$ cat config.mk
export PLATFORM = sky130hd
export DESIGN_NAME = hib_seq_ctrl
export DESIGN_NICKNAME = d
export VERILOG_FILES = /design/src/rtl/hib_seq_pkg.sv /design/src/rtl/hib_wake_sync.sv /design/src/rtl/hib_phase_timer.sv /design/src/rtl/hib_cause_reg.sv /design/src/rtl/hib_seq_ctrl.sv
export SDC_FILE = /design/constraint.sdc
export NUM_CORES = 1
export LEC_CHECK = 0
export ABC_CLOCK_PERIOD_IN_PS = 4700
export BUFFER_PORTS_ARGS = -buffer_cell sky130_fd_sc_hd__buf_2
export CAP_MARGIN = 0
export CORE_MARGIN = 1
export CORE_UTILIZATION = 50
export CTS_BUF_LIST = sky130_fd_sc_hd__clkbuf_4
export DETAILED_ROUTE_END_ITERATION = 8
export GPL_ROUTABILITY_DRIVEN = 0
export PLACE_DENSITY_LB_ADDON = 0.1
export SLEW_MARGIN = 5
export SYNTH_ARGS = -nofsm -noshare
export SYNTH_HDL_FRONTEND = slang
export SYNTH_HIERARCHICAL = 1
export SYNTH_SLANG_ARGS = --single-unit
$ cat constraint.sdc
create_clock -name clk -period 4.7 [get_ports clk]
set_input_delay 0.47 -clock clk [delete_from_list [all_inputs] [get_ports clk]]
set_output_delay 0.47 -clock clk [all_outputs]
set_load 0.01 [all_outputs]
$ cat src/rtl/hib_seq_pkg.sv
package hib_seq_pkg;

    typedef enum logic [1:0] {
        ST_ACTIVE    = 2'd0,
        ST_ENTERING  = 2'd1,
        ST_HIBERNATE = 2'd2,
        ST_WAKING    = 2'd3
    } hib_state_e;

    localparam int unsigned CAUSE_W   = 3;
    localparam int unsigned CAUSE_PIN = 0;
    localparam int unsigned CAUSE_RTC = 1;
    localparam int unsigned CAUSE_LOB = 2;

    typedef struct packed {
        hib_state_e state;
        logic       req;
        logic       deny;
        logic       reg_off;
        logic       core_rst_n;
    } hib_ctrl_t;

endpackage

$ cat src/rtl/hib_wake_sync.sv
module hib_wake_sync #(
    parameter int unsigned STAGES = 2
) (
    input  logic clk,
    input  logic rst_n,
    input  logic pin_i,
    output logic rise_o
);
    localparam int unsigned TOT = STAGES + 1;

    logic [TOT-1:0] chain_d, chain_q;

    always_comb begin
        chain_d = {chain_q[TOT-2:0], pin_i};
    end

    always_ff @(posedge clk or negedge rst_n) begin
        if (!rst_n) chain_q <= '0;
        else        chain_q <= chain_d;
    end

    assign rise_o = chain_q[STAGES-1] & ~chain_q[STAGES];
endmodule

$ cat src/rtl/hib_phase_timer.sv
module hib_phase_timer #(
    parameter int unsigned CNT_W = 8
) (
    input  logic             clk,
    input  logic             rst_n,
    input  logic             load_i,
    input  logic [CNT_W-1:0] load_val_i,
    input  logic             run_i,
    output logic             zero_o
);
    logic [CNT_W-1:0] cnt_d, cnt_q;

    always_comb begin
        cnt_d = cnt_q;
        if (load_i)                        cnt_d = load_val_i;
        else if (run_i && (cnt_q != '0))   cnt_d = cnt_q - 1'b1;
    end

    always_ff @(posedge clk or negedge rst_n) begin
        if (!rst_n) cnt_q <= '0;
        else        cnt_q <= cnt_d;
    end

    assign zero_o = (cnt_q == '0);
endmodule

$ cat src/rtl/hib_cause_reg.sv
module hib_cause_reg #(
    parameter int unsigned W = 3
) (
    input  logic         clk,
    input  logic         rst_n,
    input  logic [W-1:0] set_i,
    input  logic         clr_wr_i,
    input  logic [W-1:0] clr_mask_i,
    output logic [W-1:0] cause_o
);
    logic [W-1:0] cause_d, cause_q;

    always_comb begin
        for (int i = 0; i < W; i++) begin
            if (set_i[i])                        cause_d[i] = 1'b1;
            else if (clr_wr_i && clr_mask_i[i])  cause_d[i] = 1'b0;
            else                                 cause_d[i] = cause_q[i];
        end
    end

    always_ff @(posedge clk or negedge rst_n) begin
        if (!rst_n) cause_q <= '0;
        else        cause_q <= cause_d;
    end

    assign cause_o = cause_q;
endmodule

$ cat src/rtl/hib_seq_ctrl.sv
module hib_seq_ctrl
    import hib_seq_pkg::*;
#(
    parameter int unsigned CNT_W       = 8,
    parameter int unsigned SYNC_STAGES = 2
) (
    input  logic             clk,
    input  logic             rst_n,
    input  logic             sw_req_wr,
    input  logic             main_ok,
    input  logic             batt_ok,
    input  logic             batt_low,
    input  logic             wake_pin,
    input  logic             rtc_match,
    input  logic             pin_wake_en,
    input  logic             rtc_wake_en,
    input  logic             lowbat_wake_en,
    input  logic             lowbat_block_en,
    input  logic [CNT_W-1:0] enter_cycles,
    input  logic [CNT_W-1:0] wake_cycles,
    input  logic             cause_clr_wr,
    input  logic [2:0]       cause_clr_mask,
    output logic             reg_off,
    output logic             core_rst_n,
    output logic [1:0]       state_o,
    output logic             req_o,
    output logic             deny_o,
    output logic [2:0]       cause_o
);
    localparam hib_ctrl_t RST_VAL = '{state: ST_ACTIVE, req: 1'b0, deny: 1'b0,
                                      reg_off: 1'b0, core_rst_n: 1'b1};

    hib_ctrl_t ctl_d, ctl_q;

    logic               pin_rise;
    logic               tmr_load, tmr_run, tmr_zero;
    logic [CNT_W-1:0]   tmr_val;
    logic [CAUSE_W-1:0] wake_set, cause_q;
    logic               any_wake, pending, lowbat_veto, power_lost;

    hib_wake_sync #(.STAGES(SYNC_STAGES)) u_sync (
        .clk    (clk),
        .rst_n  (rst_n),
        .pin_i  (wake_pin),
        .rise_o (pin_rise)
    );

    hib_phase_timer #(.CNT_W(CNT_W)) u_timer (
        .clk        (clk),
        .rst_n      (rst_n),
        .load_i     (tmr_load),
        .load_val_i (tmr_val),
        .run_i      (tmr_run),
        .zero_o     (tmr_zero)
    );

    hib_cause_reg #(.W(CAUSE_W)) u_cause (
        .clk        (clk),
        .rst_n      (rst_n),
        .set_i      (wake_set),
        .clr_wr_i   (cause_clr_wr),
        .clr_mask_i (cause_clr_mask),
        .cause_o    (cause_q)
    );

    always_comb begin
        wake_set            = '0;
        wake_set[CAUSE_PIN] = pin_rise & pin_wake_en;
        wake_set[CAUSE_RTC] = rtc_match & rtc_wake_en;
        wake_set[CAUSE_LOB] = batt_low & lowbat_wake_en;
        if (ctl_q.state != ST_HIBERNATE) wake_set = '0;
        any_wake    = |wake_set;
        pending     = |cause_q;
        lowbat_veto = lowbat_block_en & batt_low;
        power_lost  = ~main_ok & batt_ok;
    end

    always_comb begin
        ctl_d    = ctl_q;
        tmr_load = 1'b0;
        tmr_val  = enter_cycles;
        tmr_run  = 1'b0;
        unique case (ctl_q.state)
            ST_ACTIVE: begin
                ctl_d.req = ctl_q.req | sw_req_wr;
                if (power_lost) begin
                    ctl_d.state = ST_ENTERING;
                    ctl_d.req   = 1'b0;
                    tmr_load    = 1'b1;
                end else if (ctl_q.req) begin
                    ctl_d.req = sw_req_wr;
                    if (lowbat_veto) begin
                        ctl_d.deny = 1'b1;
                    end else if (!pending) begin
                        ctl_d.state = ST_ENTERING;
                        ctl_d.deny  = 1'b0;
                        ctl_d.req   = 1'b0;
                        tmr_load    = 1'b1;
                    end
                end
            end
            ST_ENTERING: begin
                ctl_d.req = 1'b0;
                tmr_run   = 1'b1;
                if (tmr_zero) ctl_d.state = ST_HIBERNATE;
            end
            ST_HIBERNATE: begin
                ctl_d.req = 1'b0;
                if (any_wake) begin
                    ctl_d.state = ST_WAKING;
                    tmr_load    = 1'b1;
                    tmr_val     = wake_cycles;
                end
            end
            ST_WAKING: begin
                ctl_d.req = 1'b0;
                tmr_run   = 1'b1;
                if (tmr_zero && main_ok) ctl_d.state = ST_ACTIVE;
            end
            default: ctl_d.state = ST_ACTIVE;
        endcase
        ctl_d.reg_off    = (ctl_d.state == ST_HIBERNATE);
        ctl_d.core_rst_n = ~((ctl_d.state == ST_HIBERNATE) || (ctl_d.state == ST_WAKING));
    end

    always_ff @(posedge clk or negedge rst_n) begin
        if (!rst_n) ctl_q <= RST_VAL;
        else        ctl_q <= ctl_d;
    end

    assign reg_off    = ctl_q.reg_off;
    assign core_rst_n = ctl_q.core_rst_n;
    assign state_o    = ctl_q.state;
    assign req_o      = ctl_q.req;
    assign deny_o     = ctl_q.deny;
    assign cause_o    = cause_q;
endmodule

* Yosys cells after proc, flatten, opt, wreduce, memory -nomap -nowiden
Index checks and enable logic that the tools add are counted.
Operators by class: add/subtract/negate cells 1, multipliers 0, divide/modulo/power cells 0, order comparisons 0, equality and inequality tests 7, shift-type cells 0, muxes and demuxes 27, bitwise gates (word level) 11, reductions and logical operators 17
Operator list (number):
- $mux W8 | 4
- $mux W1 | 13
- $pmux W3 S4 | 1
- $mux W3 | 3
- $eq A2 B2 Y1 const B | 4
- $logic_not A8 Y1 | 1
- $mux W4 | 2
- $reduce_bool A2 Y1 | 4
- $reduce_bool A8 Y1 | 1
- $sub A8 B1 Y8 const B | 1
- $and A1 B1 Y1 | 6
- $mux W2 | 3
- $reduce_or A3 Y1 | 2
- $logic_and A1 B1 Y1 | 5
- $not A1 Y1 | 4
- $reduce_and A4 Y1 | 1
- $eq A2 B1 Y1 const B | 1
- $logic_not A2 Y1 | 1
- $ne A2 B1 Y1 const B | 1
- $ne A2 B2 Y1 const B | 1
- $pmux W1 S2 | 1
- $reduce_or A2 Y1 | 1
- $logic_or A1 B1 Y1 | 1
- $or A1 B1 Y1 | 1
Word-level totals: register bits 20, latch bits 0, RAM bits 0, memory bits (read-only) 0, input port bits 32, logic and storage cells 73, memories kept 0

* Depth between registers and ports, before layout
Gate-level depths: netlist of the first run.
depth after elaboration 10, gate-level depth with buffers 7, mapped depth without buffers 7

* Hierarchy
Netlist of the first run, hierarchy kept.
Modules (own cells, without submodules):
- hib_phase_timer | times used 1, cells an instance 58, area an instance 528.0 µm²
- hib_seq_ctrl | times used 1, cells an instance 44, area an instance 467.9 µm²
- hib_cause_reg | times used 1, cells an instance 9, area an instance 108.9 µm²
- hib_wake_sync | times used 1, cells an instance 4, area an instance 88.8 µm²

* Worst setup path before layout of the first run
No wires, ideal clock.
path kind register to register, start reg u_cause.cause_q[2], in the netlist u_cause/cause_o[2], end reg u_timer.cnt_q[7], library setup time 0.126 ns, data arrival time 2.001 ns, data required time 4.574 ns, slack 2.573 ns, stages on the path, launching flop included 7, buffers on the path 0, clock period less this slack 2.127 ns, path through dfrtp_1 nor4b_2 a211oi_1 a211oi_1 clkinv_1 o311a_1 a221o_1
Between the ends: longest elaborated chain between the ends 7, elaborated cells on any way between the ends 8, classes of those cells mux: 6; reduce/logical: 2
Ends and longest elaborated chain:
- start, declared | line hib_cause_reg.sv:11 | logic [W-1:0] cause_d, cause_q;
- start signal, assigned | line hib_cause_reg.sv:23 | else cause_q <= cause_d;
- $reduce_or A3 Y1 (*) | line hib_seq_ctrl.sv:73 | pending = |cause_q;
- $mux W1 (*) | line hib_seq_ctrl.sv:94 | end else if (!pending) begin
- $mux W1 (*) | line hib_seq_ctrl.sv:92 | if (lowbat_veto) begin
- $mux W1 (*) | line hib_seq_ctrl.sv:90 | end else if (ctl_q.req) begin
- $mux W1 (*) | line hib_seq_ctrl.sv:86 | if (power_lost) begin
- $pmux W1 S2 (*) | line hib_seq_ctrl.sv:83 | unique case (ctl_q.state)
- via tmr_load | line hib_seq_ctrl.sv:36 | logic tmr_load, tmr_run, tmr_zero;
- $mux W8 / $reduce_bool A2 Y1 (equally long branches)
- end signal, assigned | line hib_phase_timer.sv:21 | else cnt_q <= cnt_d;
- end, declared | line hib_phase_timer.sv:11 | logic [CNT_W-1:0] cnt_d, cnt_q;
The timed path passes the listed nets; every way through them passes the cells marked *. A chain may end at the register's enable or synchronous reset.

* Worst setup path in the final report of the first run
start reg ctl_q (netlist bit state_o[1]), end reg u_timer.cnt_q[5]
Between the ends: longest elaborated chain between the ends 6, elaborated cells on any way between the ends 16, classes of those cells eq/ne: 4; mux: 7; reduce/logical: 5
Ends and longest elaborated chain:
- start, declared | line hib_seq_ctrl.sv:33 | hib_ctrl_t ctl_d, ctl_q;
- start signal, assigned | line hib_seq_ctrl.sv:128 | else ctl_q <= ctl_d;
- $ne A2 B2 Y1 | line hib_seq_ctrl.sv:71 | if (ctl_q.state != ST_HIBERNATE) wake_set = '0;
- $mux W3 | line hib_seq_ctrl.sv:71
- $reduce_or A3 Y1 | line hib_seq_ctrl.sv:72 | any_wake = |wake_set;
- $mux W8 | line hib_seq_ctrl.sv:109 | if (any_wake) begin
- $mux W8 (*) | line hib_seq_ctrl.sv:83
- via tmr_val[5] | line hib_seq_ctrl.sv:37 | logic [CNT_W-1:0] tmr_val;
- $mux W8 (*) | line hib_phase_timer.sv:15 | if (load_i) cnt_d = load_val_i;
Marked as above.

==> results.txt, run 1 <==
layout net count -> 190
Core ar. -> 2230 µm²
Final Max Tran Viols -> 0
# hold bufs at CTS -> 0
worst stage delay on the critical path -> 0.86 ns
largest net degree at the start of global routing -> 21
Starting Density -> 53.4%
final WL -> 2560 µm
Clock Root Buffer -> clkbuf_4
worst hold path class -> in -> async
Setup CP Type -> reg -> reg
Max Cap Viol -> 0
post-route cell area -> 1440 µm²
WL met1 -> 1190 µm
Reg2Reg Depth -> 4
Main synth FF type -> dfrtp_1
drc violations -> 0
Post-synth EDFFs -> 0
CP dominant cell by count -> nor2b_1
# fillers -> 198
initial drt markers -> 18
drt first pass iters -> 4
layout cells sized above 1 -> 37.4%
Sw Ratio -> 39.0%
clock network fraction of total power -> 14.1%
synthesized cell area -> 1190 µm²
Syn Nets -> 149
Syn Inst Count -> 115
Final period util -> 53.6%
worst slew pin tran -> 1.04 ns
multi-input logic area -> 649 µm²
vias in the first global route -> 1018
P_int -> 394 µW
Setup crit end kind -> flop
RSZ-0062 raised after global routing -> false
Inserted Clock Buffers -> 3
arrival time at the worst endpoint -> 2.71 ns
initial antenna violation count -> 0
slowest stage cell, crit path -> nor2b_1
IO buf count -> 40
flops & latches, synth -> 20
Vias -> 1066
Worst setup SP type -> flop
register area -> 502 µm²
Logic pwr share -> 40.9%
Placed Area -> 1410 µm²
Total Routing Usage GR -> 21.9%
num ports -> 41
Area Overhead vs Synth -> 20.5%
setup TNS -> 0 ns
Peak VDD IR -> 0.308 mV
routed len/inst -> 14.0 µm
maximum clock frequency -> 397 MHz
status -> complete, no violations
metal3 WL -> 75 µm
worst-path maximum fanout -> 12
post-CTS sizing -> 0
Sink Count -> 20
die width -> 50.9 µm
relative slew slack -> 30.8%
Critical Path RT -> 4.89 ns
Top Metal Used -> met4
Min Clock Period, post-route -> 2.52 ns
FP Rows -> 17
die height -> 50.9 µm
CTS Buffer Depth -> 2
post-CTS setup buffer count -> 0
skew final -> 0.00141 ns
post-synthesis cell type count -> 44
DR vias/cell -> 5.83
Sw Pwr -> 252 µW
post-route ant nets -> 0
Synth Warn # -> 6
Sequential Power Share -> 45.0%
final hold viol count -> 0
Post-synth ARST share -> 100%
routed wl met2 -> 1270 µm
first-pass GRT wire length -> 4250 µm
Clk pin slew, worst setup/hold paths -> 0.11 ns
CP Cell Sequence -> nor2b_1 -> nor2b_1 -> mux2_4 -> a221o_1
PD cells -> 449 nW/µm²
sequential share of the synthesized area -> 42.0%
antenna cells -> 0
CTS H-tree depth -> 1
LEAKAGE -> 0.000713 µW
clock latency on the worst-skew pair -> 0.30 ns
grt ovf -> 0
post-DP HPWL -> 1920 µm
endpoints failing setup -> 0
mean post-synth cell area -> 10.4 µm²
CTS tree -> built
die area -> 2590 µm²
## power groups by stage
stage	Combinational (µW)	Sequential, µW	Clock (µW)
CTS	264	290	94.3
floorplan	200	279	0
detailed placement	264	292	0
global placement	253	290	0
global route	292	302	99.7
finish	265	291	91.2
## critical path, delay by kind of cell, from the launching register on
kind	cells	cell delay [ns]
AOI/OAI and AO/OA	1	0.34
DFF	1	0.53
and+or+nand+nor	2	1.18
muxes	1	0.36
## path summary, 6_finish.rpt
kind,startpoint,endpoint,slack [ns]
hold / removal,rst_n,u_cause/cause_o[0],0.10
min in group clk,wake_pin,u_sync/chain_q[0],0.27
setup / recovery,state_o[1],u_timer/cnt_q[5],2.18
max in group asynchronous,rst_n,core_rst_n,4.26
hold reg to reg,u_sync/chain_q[0],u_sync/chain_q[1],0.36
setup reg to reg,state_o[1],u_timer/cnt_q[5],2.18
## final cells by class
cell class,instances,share of cell area [%]
clock buffers,4,2.09
repair buffers,41,14.4
flip-flops and latches,20,34.9
well taps,28,2.43
inverters,4,1.04
multi-input cells,86,45.1
## state kept, by name (all words and copies together), names as in the netlist
name	cells
req_o	1
deny_o	1
u_timer/cnt_q	8
u_sync/chain_q	3
state_o	2
reg_off	1
u_cause/cause_o	3
core_rst_n	1
## synth_stat cells, types with 2 or more instances
| library cell | count | area, µm² |
|---|---|---|
| a211oi_1 | 2 | 15.0 |
| a21o_1 | 4 | 30.0 |
| a21oi_1 | 4 | 20.0 |
| a221o_1 | 2 | 20.0 |
| a31oi_1 | 2 | 12.5 |
| and2_1 | 2 | 12.5 |
| and3_1 | 3 | 18.8 |
| clkbuf_1 | 3 | 11.3 |
| dfrtp_1 | 19 | 475 |
| ha_1 | 2 | 25.0 |
| inv_1 | 3 | 11.3 |
| mux2_4 | 8 | 120 |
| nand2_1 | 8 | 30.0 |
| nand3_1 | 4 | 20.0 |
| nand4_1 | 2 | 12.5 |
| nor2_1 | 5 | 18.8 |
| nor2b_1 | 4 | 25.0 |
| nor3_1 | 3 | 15.0 |
| nor3b_1 | 4 | 30.0 |
| nor4_1 | 2 | 12.5 |
| o21ai_0 | 4 | 20.0 |
| or4_1 | 3 | 22.5 |
## through the flow
stage | total power (µW) | cells | setup WS (ns) | hold WS [ns] | utilization, %
2_1_floorplan | 479 | 115 | 2.57 | 0.174 | -
3_3_place_gp | 543 | 179 | 2.28 | 0.335 | 63.1
3_5_place_dp | 557 | 179 | 2.15 | 0.339 | 63.1
4_1_cts | 648 | 183 | 2.18 | 0.113 | 64.4
5_1_grt | 693 | 183 | 2.04 | 0.134 | 64.4
6_report | 647 | 183 | 2.18 | 0.101 | 64.4
## logic make-up after synthesis
family | synth area share (%)
compound gates | 18.8
mux | 10.1
flops | 42.0
buf+inv | 3.56
fa+ha+maj | 2.10
simple gates | 23.5
## per-layer routing
| metal | global-route usage [%] | up-vias |
|---|---|---|
| li1 | - | 529 |
| met1 | 25.6 | 504 |
| met2 | 40.0 | 29 |
| met3 | 2.98 | 4 |
| met4 | 9.26 | 0 |
| met5 | 0 | - |
## placed cells by master, fill, tap and decap left out, types with 3 or more instances in the layout
cell type,instances
a21o_1,4
a21oi_1,4
and3_1,3
buf_2,40
clkbuf_4,4
dfrtp_1,19
inv_1,3
mux2_4,8
nand2_1,8
nand3_1,4
nor2_1,5
nor2b_1,4
nor3_1,3
nor3b_1,4
o21ai_0,4
or4_1,3
Note: power is estimated with default switching activity, not from simulation.
==> run 2, diff against run 1 <==
Settings changed: ABC_AREA from default to 1, ABC_CLOCK_PERIOD_IN_PS 4700 to 2100, CORE_UTILIZATION 50 to 47.
Clock period 4.7 ns to 2.1 ns, I/O delays scaled along.
==> run 2 against run 1 <==
  * Largest cell class unchanged
  * Synthesized area up 3.8%
  * Clock skew grew 0.0052 ns
  * Register-to-register slack worse by 1.8 ns
  * Synthesized cell count is 61% higher
  * First-iteration DRC count increased by 110%
  * Clock power rose to 3.6 times the previous value
  * Worst hold slack improved by 0.0028 ns
  * Final cell count is 42% higher
==> results.txt, run 2 <==
xor and xnor area share after synthesis -> 0.707%
grt ovf -> 0
post-DP HPWL -> 2260 µm
IO buf count -> 40
Synth Area in Simple Gates -> 41.2%
clock network fraction of total power -> 16.9%
relative slew slack -> 69.2%
die width -> 53.3 µm
commonest non-fill, non-tap cell in the layout -> nand2_1
global routing's busiest layer -> met2
LEAKAGE -> 0.000912 µW
Total Power -> 1940 µW
Worst setup SP type -> flop
Clk pin slew, worst setup/hold paths -> 0.13 ns
Setup CP Type -> reg -> reg
Starting Density -> 50.0%
Area Overhead vs Synth -> 24.6%
Post-synth top cells -> 85 x nand2_1, 23 x inv_1, 19 x dfrtp_1
Synth Warn # -> 6
first-pass GRT wire length -> 4880 µm
Max Cap Viol -> 0
# fillers -> 238
Final period util -> 81.3%
RSZ-0062 raised after global routing -> false
Setup crit end kind -> flop
Final Max Tran Viols -> 0
area share of the largest cell type after synthesis -> 38.4%
final WL -> 2870 µm
setup TNS -> 0 ns
num ports -> 41
setup ws final -> 0.392 ns
hold_sp -> sw_req_wr
adder-cell share of the synthesized area -> 2.02%
met2 Resource Use GR -> 35.0%
Min Clock Period, post-route -> 1.71 ns
Inserted Clock Buffers -> 3
Total Routing Usage GR -> 23.4%
worst hold path class -> in -> reg
P_int -> 1080 µW
crit path launch -> state_o[0]
die area -> 2840 µm²
FP Rows -> 18
vias in the first global route -> 1138
GR Util met3 -> 3.45%
status -> complete, no violations
mean post-synth cell area -> 6.70 µm²
Post-synth EDFFs -> 0
Critical Path RT -> 2.31 ns
max FFs per register -> 8
multiplexer area fraction after synthesis -> 0%
Core ar. -> 2480 µm²
initial drt markers -> 38
top-count cell post-synth -> nand2_1
Util after Layout -> 62.3%
CTS H-tree depth -> 1
Biggest register -> u_timer/cnt_q
Area contributors post-synth -> dfrtp_1 38%, nand2_1 26%, inv_1 7.0%, nand3_1 5.7%, nor2_1 3.9%
Sw Pwr -> 859 µW
Post-Place Setup Slack -> 0.416 ns
maximum clock frequency -> 585 MHz
post-CTS setup buffer count -> 0
Peak VDD IR -> 0.918 mV
Syn Inst Count -> 185
largest net degree at the start of global routing -> 21
largest family of logic cells by synthesized area -> simple AND/OR/NAND/NOR gates
Placed Area -> 1470 µm²
largest area contributor in the netlist -> dfrtp_1
Sequential Power Share -> 34.5%
Vias -> 1276
sequential share of the synthesized area -> 40.5%
Reg-to-Reg Start -> state_o[0]
Sw Ratio -> 44.4%
post-route cell area -> 1540 µm²
DR vias/cell -> 4.91
Syn Nets -> 219
worst slew pin tran -> 0.462 ns
PD cells -> 1250 nW/µm²
arrival time at the worst endpoint -> 1.92 ns
Post-synth ARST share -> 100%
final hold viol count -> 0
most frequent cells in the layout -> 85 x nand2_1, 40 x buf_2, 23 x inv_1
drt first pass iters -> 4
Logic pwr share -> 48.7%
post-synthesis compound-gate area fraction -> 6.57%
met1 GRT Util -> 33.7%
worst-path maximum fanout -> 10
die height -> 53.3 µm
endpoints failing setup -> 0
skew final -> 0.00657 ns
Sink Count -> 20
Clock Root Buffer -> clkbuf_4
routed len/inst -> 11.0 µm
CTS Buffer Depth -> 2
post-synthesis cell type count -> 22
layout net count -> 265
clock latency on the worst-skew pair -> 0.31 ns
initial antenna violation count -> 0
Main synth FF type -> dfrtp_1
synthesized cell area -> 1240 µm²
drc violations -> 0
antenna cells -> 0
layout cells sized above 1 -> 24.8%
post-route ant nets -> 0
flops & latches, synth -> 20
CTS tree -> built
-- run 2: layout make-up --
type	instances	area, µm²	share of cell area, %
Multi-Input combinational cell	137	626	40.5
Sequential cell	20	502	32.5
Tap cell	30	37.5	2.43
Timing Repair Buffer	43	228	14.7
Clock inverter	1	30.0	1.94
Clock buffer	3	22.5	1.46
Inverter	26	98.8	6.40
-- run 2: metal layers --
metal,wire (µm),vias to the layer above
li1,-,662
met1,1390,563
met2,1240,45
met3,193,6
met4,47,0
met5,0,-
-- run 2: stage by stage --
step,std cells,hold slack (ns)
2_1_floorplan,185,-0.0856
3_3_place_gp,254,0.180
3_5_place_dp,254,0.194
4_1_cts,260,0.0989
5_1_grt,260,0.0922
6_report,260,0.104
-- run 2: worst paths after layout --
check / to / slack (ns) / cells after the start
max in group asynchronous: core_rst_n / 1.40 / 2
worst max register to register: u_timer/cnt_q[3] / 0.39 / 10
worst min register to register: u_sync/chain_q[1] / 0.39 / 0
worst min-delay path: req_o / 0.10 / 3
min in group asynchronous: deny_o / 0.36 / 2
worst max-delay path: u_timer/cnt_q[3] / 0.39 / 10
-- run 2: power by group through the flow --
stage | Combinational (µW) | Sequential (µW) | Clock (µW)
floorplan | 692 | 667 | 0
global placement | 915 | 664 | 0
detailed placement | 939 | 672 | 0
CTS | 946 | 664 | 332
global route | 1090 | 682 | 346
finish | 942 | 668 | 327
-- run 2: kinds of logic (layout without fill, tap and decap cells) --
kind of cell    count (synthesis)  in the layout
xor+xnor                        1              1
compound gates                 13             13
buf+inv                        28             73
fa+ha+maj                       2              2
flops                          20             20
simple gates                  121            121
-- run 2: critical path, cell delays in order, from the launching register on --
cell and delay, ns:
dfrtp_1 0.49, nor2_2 0.18, nand2_1 0.13, nand3_4 0.16, inv_2 0.09, nand2_1 0.09
inv_1 0.14, nand2_4 0.15, clkinv_2 0.07, nand2_1 0.06, nand2_1 0.05
-- run 2: what timing repair did --
item | in CTS | in global routing
hold buffers | 2 | 0
hold endpoints to repair | 20 | 0
resized for setup | 0 | 0
